--- src/rtl/hexfmt_pkg.sv ---
package hexfmt_pkg;

  typedef enum logic [1:0] {
    FS_IDLE  = 2'd0,
    FS_LEAD0 = 2'd1,
    FS_LEADX = 2'd2,
    FS_DIGIT = 2'd3
  } fmt_state_e;

  localparam logic [7:0] CH_ZERO   = 8'h30;
  localparam logic [7:0] CH_LOWA   = 8'h61;
  localparam logic [7:0] CH_X      = 8'h78;
  localparam int unsigned NIB_BITS = 4;

endpackage

--- src/rtl/hexfmt_msd_scan.sv ---
module hexfmt_msd_scan #(
  parameter int unsigned NIB_N = 8,
  localparam int unsigned IDX_W = (NIB_N > 1) ? $clog2(NIB_N) : 1
) (
  input  logic [NIB_N*4-1:0] word_i,
  output logic [IDX_W-1:0]   msd_idx_o,
  output logic               nonzero_o
);

  logic [NIB_N-1:0] nib_hot;

  // One flag per nibble: set when that nibble holds a non-zero value
  for (genvar g = 0; g < NIB_N; g++) begin : g_flag
    assign nib_hot[g] = |word_i[g*4 +: 4];
  end

  // The highest set flag wins; an all-zero word points at nibble 0
  always_comb begin
    msd_idx_o = '0;
    for (int i = 0; i < NIB_N; i++) begin
      if (nib_hot[i]) msd_idx_o = IDX_W'(i);
    end
  end

  assign nonzero_o = |nib_hot;

endmodule

--- src/rtl/hexfmt_nib_pick.sv ---
module hexfmt_nib_pick #(
  parameter int unsigned NIB_N = 8,
  localparam int unsigned IDX_W = (NIB_N > 1) ? $clog2(NIB_N) : 1
) (
  input  logic [NIB_N*4-1:0] word_i,
  input  logic [IDX_W-1:0]   idx_i,
  output logic [3:0]         nib_o
);

  logic [3:0] nibs [NIB_N];

  for (genvar g = 0; g < NIB_N; g++) begin : g_split
    assign nibs[g] = word_i[g*4 +: 4];
  end

  always_comb begin
    nib_o = '0;
    for (int i = 0; i < NIB_N; i++) begin
      if (idx_i == IDX_W'(i)) nib_o = nibs[i];
    end
  end

endmodule

--- src/rtl/hexfmt_glyph.sv ---
module hexfmt_glyph
  import hexfmt_pkg::*;
(
  input  logic [3:0] nib_i,
  output logic [7:0] char_o
);

  // 0-9 go to the decimal digit characters, 10-15 to lowercase letters
  always_comb begin
    if (nib_i < 4'd10) char_o = CH_ZERO + {4'd0, nib_i};
    else               char_o = CH_LOWA + {4'd0, nib_i - 4'd10};
  end

endmodule

--- src/rtl/hex_ascii_fmt.sv ---
module hex_ascii_fmt
  import hexfmt_pkg::*;
#(
  parameter int unsigned VAL_W = 32
) (
  input  logic             clk,
  input  logic             rst_n,
  input  logic             start_i,
  input  logic [VAL_W-1:0] value_i,
  output logic             busy_o,
  output logic             out_valid_o,
  output logic [7:0]       out_data_o,
  input  logic             out_ready_i,
  output logic             done_o
);

  localparam int unsigned NIB_N = (VAL_W + NIB_BITS - 1) / NIB_BITS;
  localparam int unsigned PAD_W = NIB_N * NIB_BITS;
  localparam int unsigned IDX_W = (NIB_N > 1) ? $clog2(NIB_N) : 1;

  fmt_state_e       state_q;
  logic [PAD_W-1:0] word_q;
  logic [IDX_W-1:0] idx_q;
  logic             done_q;

  logic [PAD_W-1:0] word_in;
  logic [IDX_W-1:0] scan_idx;
  logic             scan_nz;
  logic [3:0]       cur_nib;
  logic [7:0]       digit_char;
  logic             take;
  logic             last_take;

  assign word_in = PAD_W'(value_i);

  hexfmt_msd_scan #(.NIB_N(NIB_N)) u_scan (
    .word_i    (word_in),
    .msd_idx_o (scan_idx),
    .nonzero_o (scan_nz)
  );

  hexfmt_nib_pick #(.NIB_N(NIB_N)) u_pick (
    .word_i (word_q),
    .idx_i  (idx_q),
    .nib_o  (cur_nib)
  );

  hexfmt_glyph u_glyph (
    .nib_i  (cur_nib),
    .char_o (digit_char)
  );

  assign out_valid_o = (state_q != FS_IDLE);
  assign busy_o      = (state_q != FS_IDLE);
  assign done_o      = done_q;
  assign take        = out_valid_o && out_ready_i;
  assign last_take   = take && (state_q == FS_DIGIT) && (idx_q == '0);

  always_comb begin
    unique case (state_q)
      FS_LEAD0: out_data_o = CH_ZERO;
      FS_LEADX: out_data_o = CH_X;
      FS_DIGIT: out_data_o = digit_char;
      default:  out_data_o = 8'h00;
    endcase
  end

  always_ff @(posedge clk) begin
    if (!rst_n) begin
      state_q <= FS_IDLE;
      word_q  <= '0;
      idx_q   <= '0;
      done_q  <= 1'b0;
    end else begin
      done_q <= last_take;
      unique case (state_q)
        FS_IDLE: begin
          if (start_i) begin
            word_q  <= word_in;
            idx_q   <= scan_idx;
            state_q <= scan_nz ? FS_LEAD0 : FS_DIGIT;
          end
        end
        FS_LEAD0: if (take) state_q <= FS_LEADX;
        FS_LEADX: if (take) state_q <= FS_DIGIT;
        FS_DIGIT: begin
          if (take) begin
            if (idx_q == '0) state_q <= FS_IDLE;
            else             idx_q   <= idx_q - IDX_W'(1);
          end
        end
        default: state_q <= FS_IDLE;
      endcase
    end
  end

endmodule

--- config.mk ---
export PLATFORM = sky130hd
export DESIGN_NAME = hex_ascii_fmt
export DESIGN_NICKNAME = d
export VERILOG_FILES = /design/src/rtl/hexfmt_pkg.sv /design/src/rtl/hexfmt_msd_scan.sv /design/src/rtl/hexfmt_nib_pick.sv /design/src/rtl/hexfmt_glyph.sv /design/src/rtl/hex_ascii_fmt.sv
export SDC_FILE = /design/constraint.sdc
export NUM_CORES = 1
export LEC_CHECK = 0
export BUFFER_PORTS_ARGS = -buffer_cell sky130_fd_sc_hd__buf_2
export CORE_MARGIN = 10
export CORE_UTILIZATION = 45
export CTS_BUF_LIST = sky130_fd_sc_hd__clkbuf_4 sky130_fd_sc_hd__clkbuf_8 sky130_fd_sc_hd__clkbuf_16
export DETAILED_ROUTE_END_ITERATION = 6
export PLACE_DENSITY = 0.68
export RECOVER_POWER = 25
export SLEW_MARGIN = 20
export SYNTH_ARGS = -nofsm -noshare
export SYNTH_HDL_FRONTEND = slang
export SYNTH_SLANG_ARGS = --single-unit
--- constraint.sdc ---
create_clock -name clk -period 6.4 [get_ports clk]
set_clock_uncertainty 0.2 [all_clocks]
set_input_delay 0.96 -clock clk [delete_from_list [all_inputs] [get_ports clk]]
set_output_delay 0.96 -clock clk [all_outputs]
set_load 0.02 [all_outputs]
==> flow_metrics.tcl <==
set metrics [dict create \
    port_buffers 45 \
    synth_seq_cells 38 \
    yosys-top-cells-count "nand2_1, a21oi_1, dfxtp_1, ha_1, inv_1" \
    crit_chain "inv_1, ha_1, and3b_1, a21oi_1, o22ai_1, o32ai_2, ha_1, xor2_1, a221oi_1, buf_2" \
    place_congestion 0.9261 \
    ys.flop_type "dfxtp_1" \
    place_area_sq_um 2414 \
    clock_insertion_delay_worst_skew_ns 0.29 \
    relSlewSlack 0.3697 \
    cts_tree "yes" \
    synth_area_leader_cell "dfxtp_1" \
    place_hpwl_microns 4654 \
    period_minus_slack_ns 4.075 \
    fin_tns_setup_ns 0 \
    wl_per_cell_microns 15.08 \
    hold_viol 0 \
    core_area_sq_um 4723 \
    start_util 0.4620 \
    hold_class "flip-flop to flip-flop" \
    fmax_mhz 245.4 \
    yosysMostFrequentCell "nand2_1" \
    cts.repair.resized 0 \
    period_share 0.6367 \
    critPathRequiredTime_ns 5.24 \
    crit_top_cell "ha_1" \
    areaGrowthSynthToFinish_pct 15.65 \
    cp_top_family "adder cells" \
    synth_edf_count 0 \
    antennaDiodeCount 0 \
    avgSynthCellArea_sq_um 7.347 \
    dieArea_sq_um 8034 \
    cts_buffer_depth 2 \
    hold_buffers 0 \
    path_buf_inv 2 \
    cts_setup_buffers 0 \
    cts_buffers 5 \
    vias 2146 \
    io_pins 47 \
    drtAntennaViolNets 0 \
    status "finished, final reports clean" \
    critPathMaxStageDelay_ns 0.45 \
    dr.pass1.iters 4 \
    endpoint_kind "output port" \
    maxCapViolations 0 \
    syn_inst 297 \
    viasPerCell 5.365 \
    grt_antenna_before_repair 0 \
    stdcell_area_sq_um 2524 \
    synth_area_sq_um 2182 \
    drt_iter0_drc 209 \
    root_buffer "clkbuf_8" \
    post-route-drc-count 0 \
    synthTopCellsByArea "dfxtp_1, nand2_1, a21oi_1" \
    grt_pass1_wl_microns 9770 \
    rsz0062_at_grt "false" \
    critPathSlowestCell "ha_1" \
    ir_drop_mv 0.1784 \
    grt_overflow 0 \
    power_density_nw_per_um2 407.2 \
    synth_top_area_share 0.3486 \
    grt_start_max_net_pins 36 \
    worstPathMaxFanout 16 \
    synth_cell_types 54 \
    fp.dieW_microns 89.64 \
    num_rows 25 \
    setup_violations 0 \
    drt_wl_total_microns 6031 \
    synth_nets 345 \
    crit_type "flip-flop to output port" \
    tightestPinTransition_ns 0.9396 \
    synth-warning-count 0 \
    p_leak_uw 0.001017 \
    grt_use_total 0.1552 \
    nets 381 \
    drive_above_1_share 0.1832 \
    maxSlewViolCount 0 \
    cp.arrival_ns 2.91 \
    clock-sinks 38 \
    async_flop_share 0 \
    grt_pass1_vias 2047 \
    critPathLaunchType "flip-flop" \
    htreeDepth 2 \
    path_clk_slew_ns 0.07 \
    die_h_microns 89.64 \
    yosysSeqAreaShare 0.3486 \
]
-- power by group --
part / leakage (uW) / total [uW] / switching, uW / internal (uW)
sequential: 0.000312 / 325 / 43.3 / 282
combinational: 0.000648 / 495 / 313 / 182
clock: 0.0000573 / 207 / 82.3 / 125
-- worst paths after layout --
kind,startpoint,end,slack (ns),cells past startpoint
worst max-delay path,idx_q[1],out_data_o[2],2.33,10
worst min-delay path,word_q[25],word_q[25],0.26,2
worst max register to register,state_q[0],state_q[1],4.02,5
worst min register to register,word_q[25],word_q[25],0.26,2
-- tightest hold or removal path, delay by kind of cell (launching register included) --
kind,cells,cell delay [ns]
DFF,1,0.31
AOI/OAI and AO/OA,1,0.05
and+or+nand+nor,1,0.05
-- state kept, by name (all words and copies together) (netlist names) --
| register | flops |
|---|---|
| idx_q | 3 |
| state_q | 2 |
| word_q | 32 |
| done_o | 1 |
-- through the flow --
stage	setup slack, ns	total power (uW)	instances	hold slack, ns	utilization
floorplan	2.789	706.8	297	0.2320	-
global placement	2.716	811.5	393	0.2458	0.5110
detailed placement	2.685	824.4	393	0.2499	0.5110
CTS	2.358	1031	400	0.2603	0.5348
global route	2.091	1111	400	0.2851	0.5343
finish	2.325	1028	400	0.2581	0.5343
-- placed cells by master (no fill, tap or decap), types with 4 or more instances in the layout --
| master | count |
|---|---|
| nor2_1 | 8 |
| ha_1 | 12 |
| nor4_1 | 8 |
| o211ai_1 | 4 |
| dfxtp_1 | 38 |
| a21oi_1 | 40 |
| o21ai_1 | 7 |
| buf_2 | 43 |
| clkbuf_8 | 6 |
| nand2_1 | 88 |
| nand2b_1 | 6 |
| inv_1 | 11 |
-- layout make-up --
class | count | area, sq um
fillers | 495 | 2200
multi-input cells | 227 | 1276
flip-flops and latches | 38 | 760.7
repair buffers | 47 | 237.7
well taps | 67 | 83.83
clock buffers | 6 | 82.58
inverters | 14 | 52.55
clock inverters | 1 | 30.03
-- metal layers --
metal / track usage / part of all wire
met4: 0.03757 / 0.012
met2: 0.2282 / 0.44
met3: 0.05325 / 0.074
met5: 0 / 0
met1: 0.2115 / 0.48
-- cells by family (layout without fill, tap and decap cells) --
family                     after synthesis  in the layout  synth area share
and+or+nand+nor                        134            134            0.2793
AOI/OAI and AO/OA                       78             78            0.2254
DFF                                     38             38            0.3486
buffers and inverters                   32             68           0.06766
adders and majority gates               12             12           0.06881
other                                    1              1          0.001719
xor gates and xnor gates                 1              1          0.004014
muxes                                    1              1          0.004587
Power figures use the tool's default switching activity.
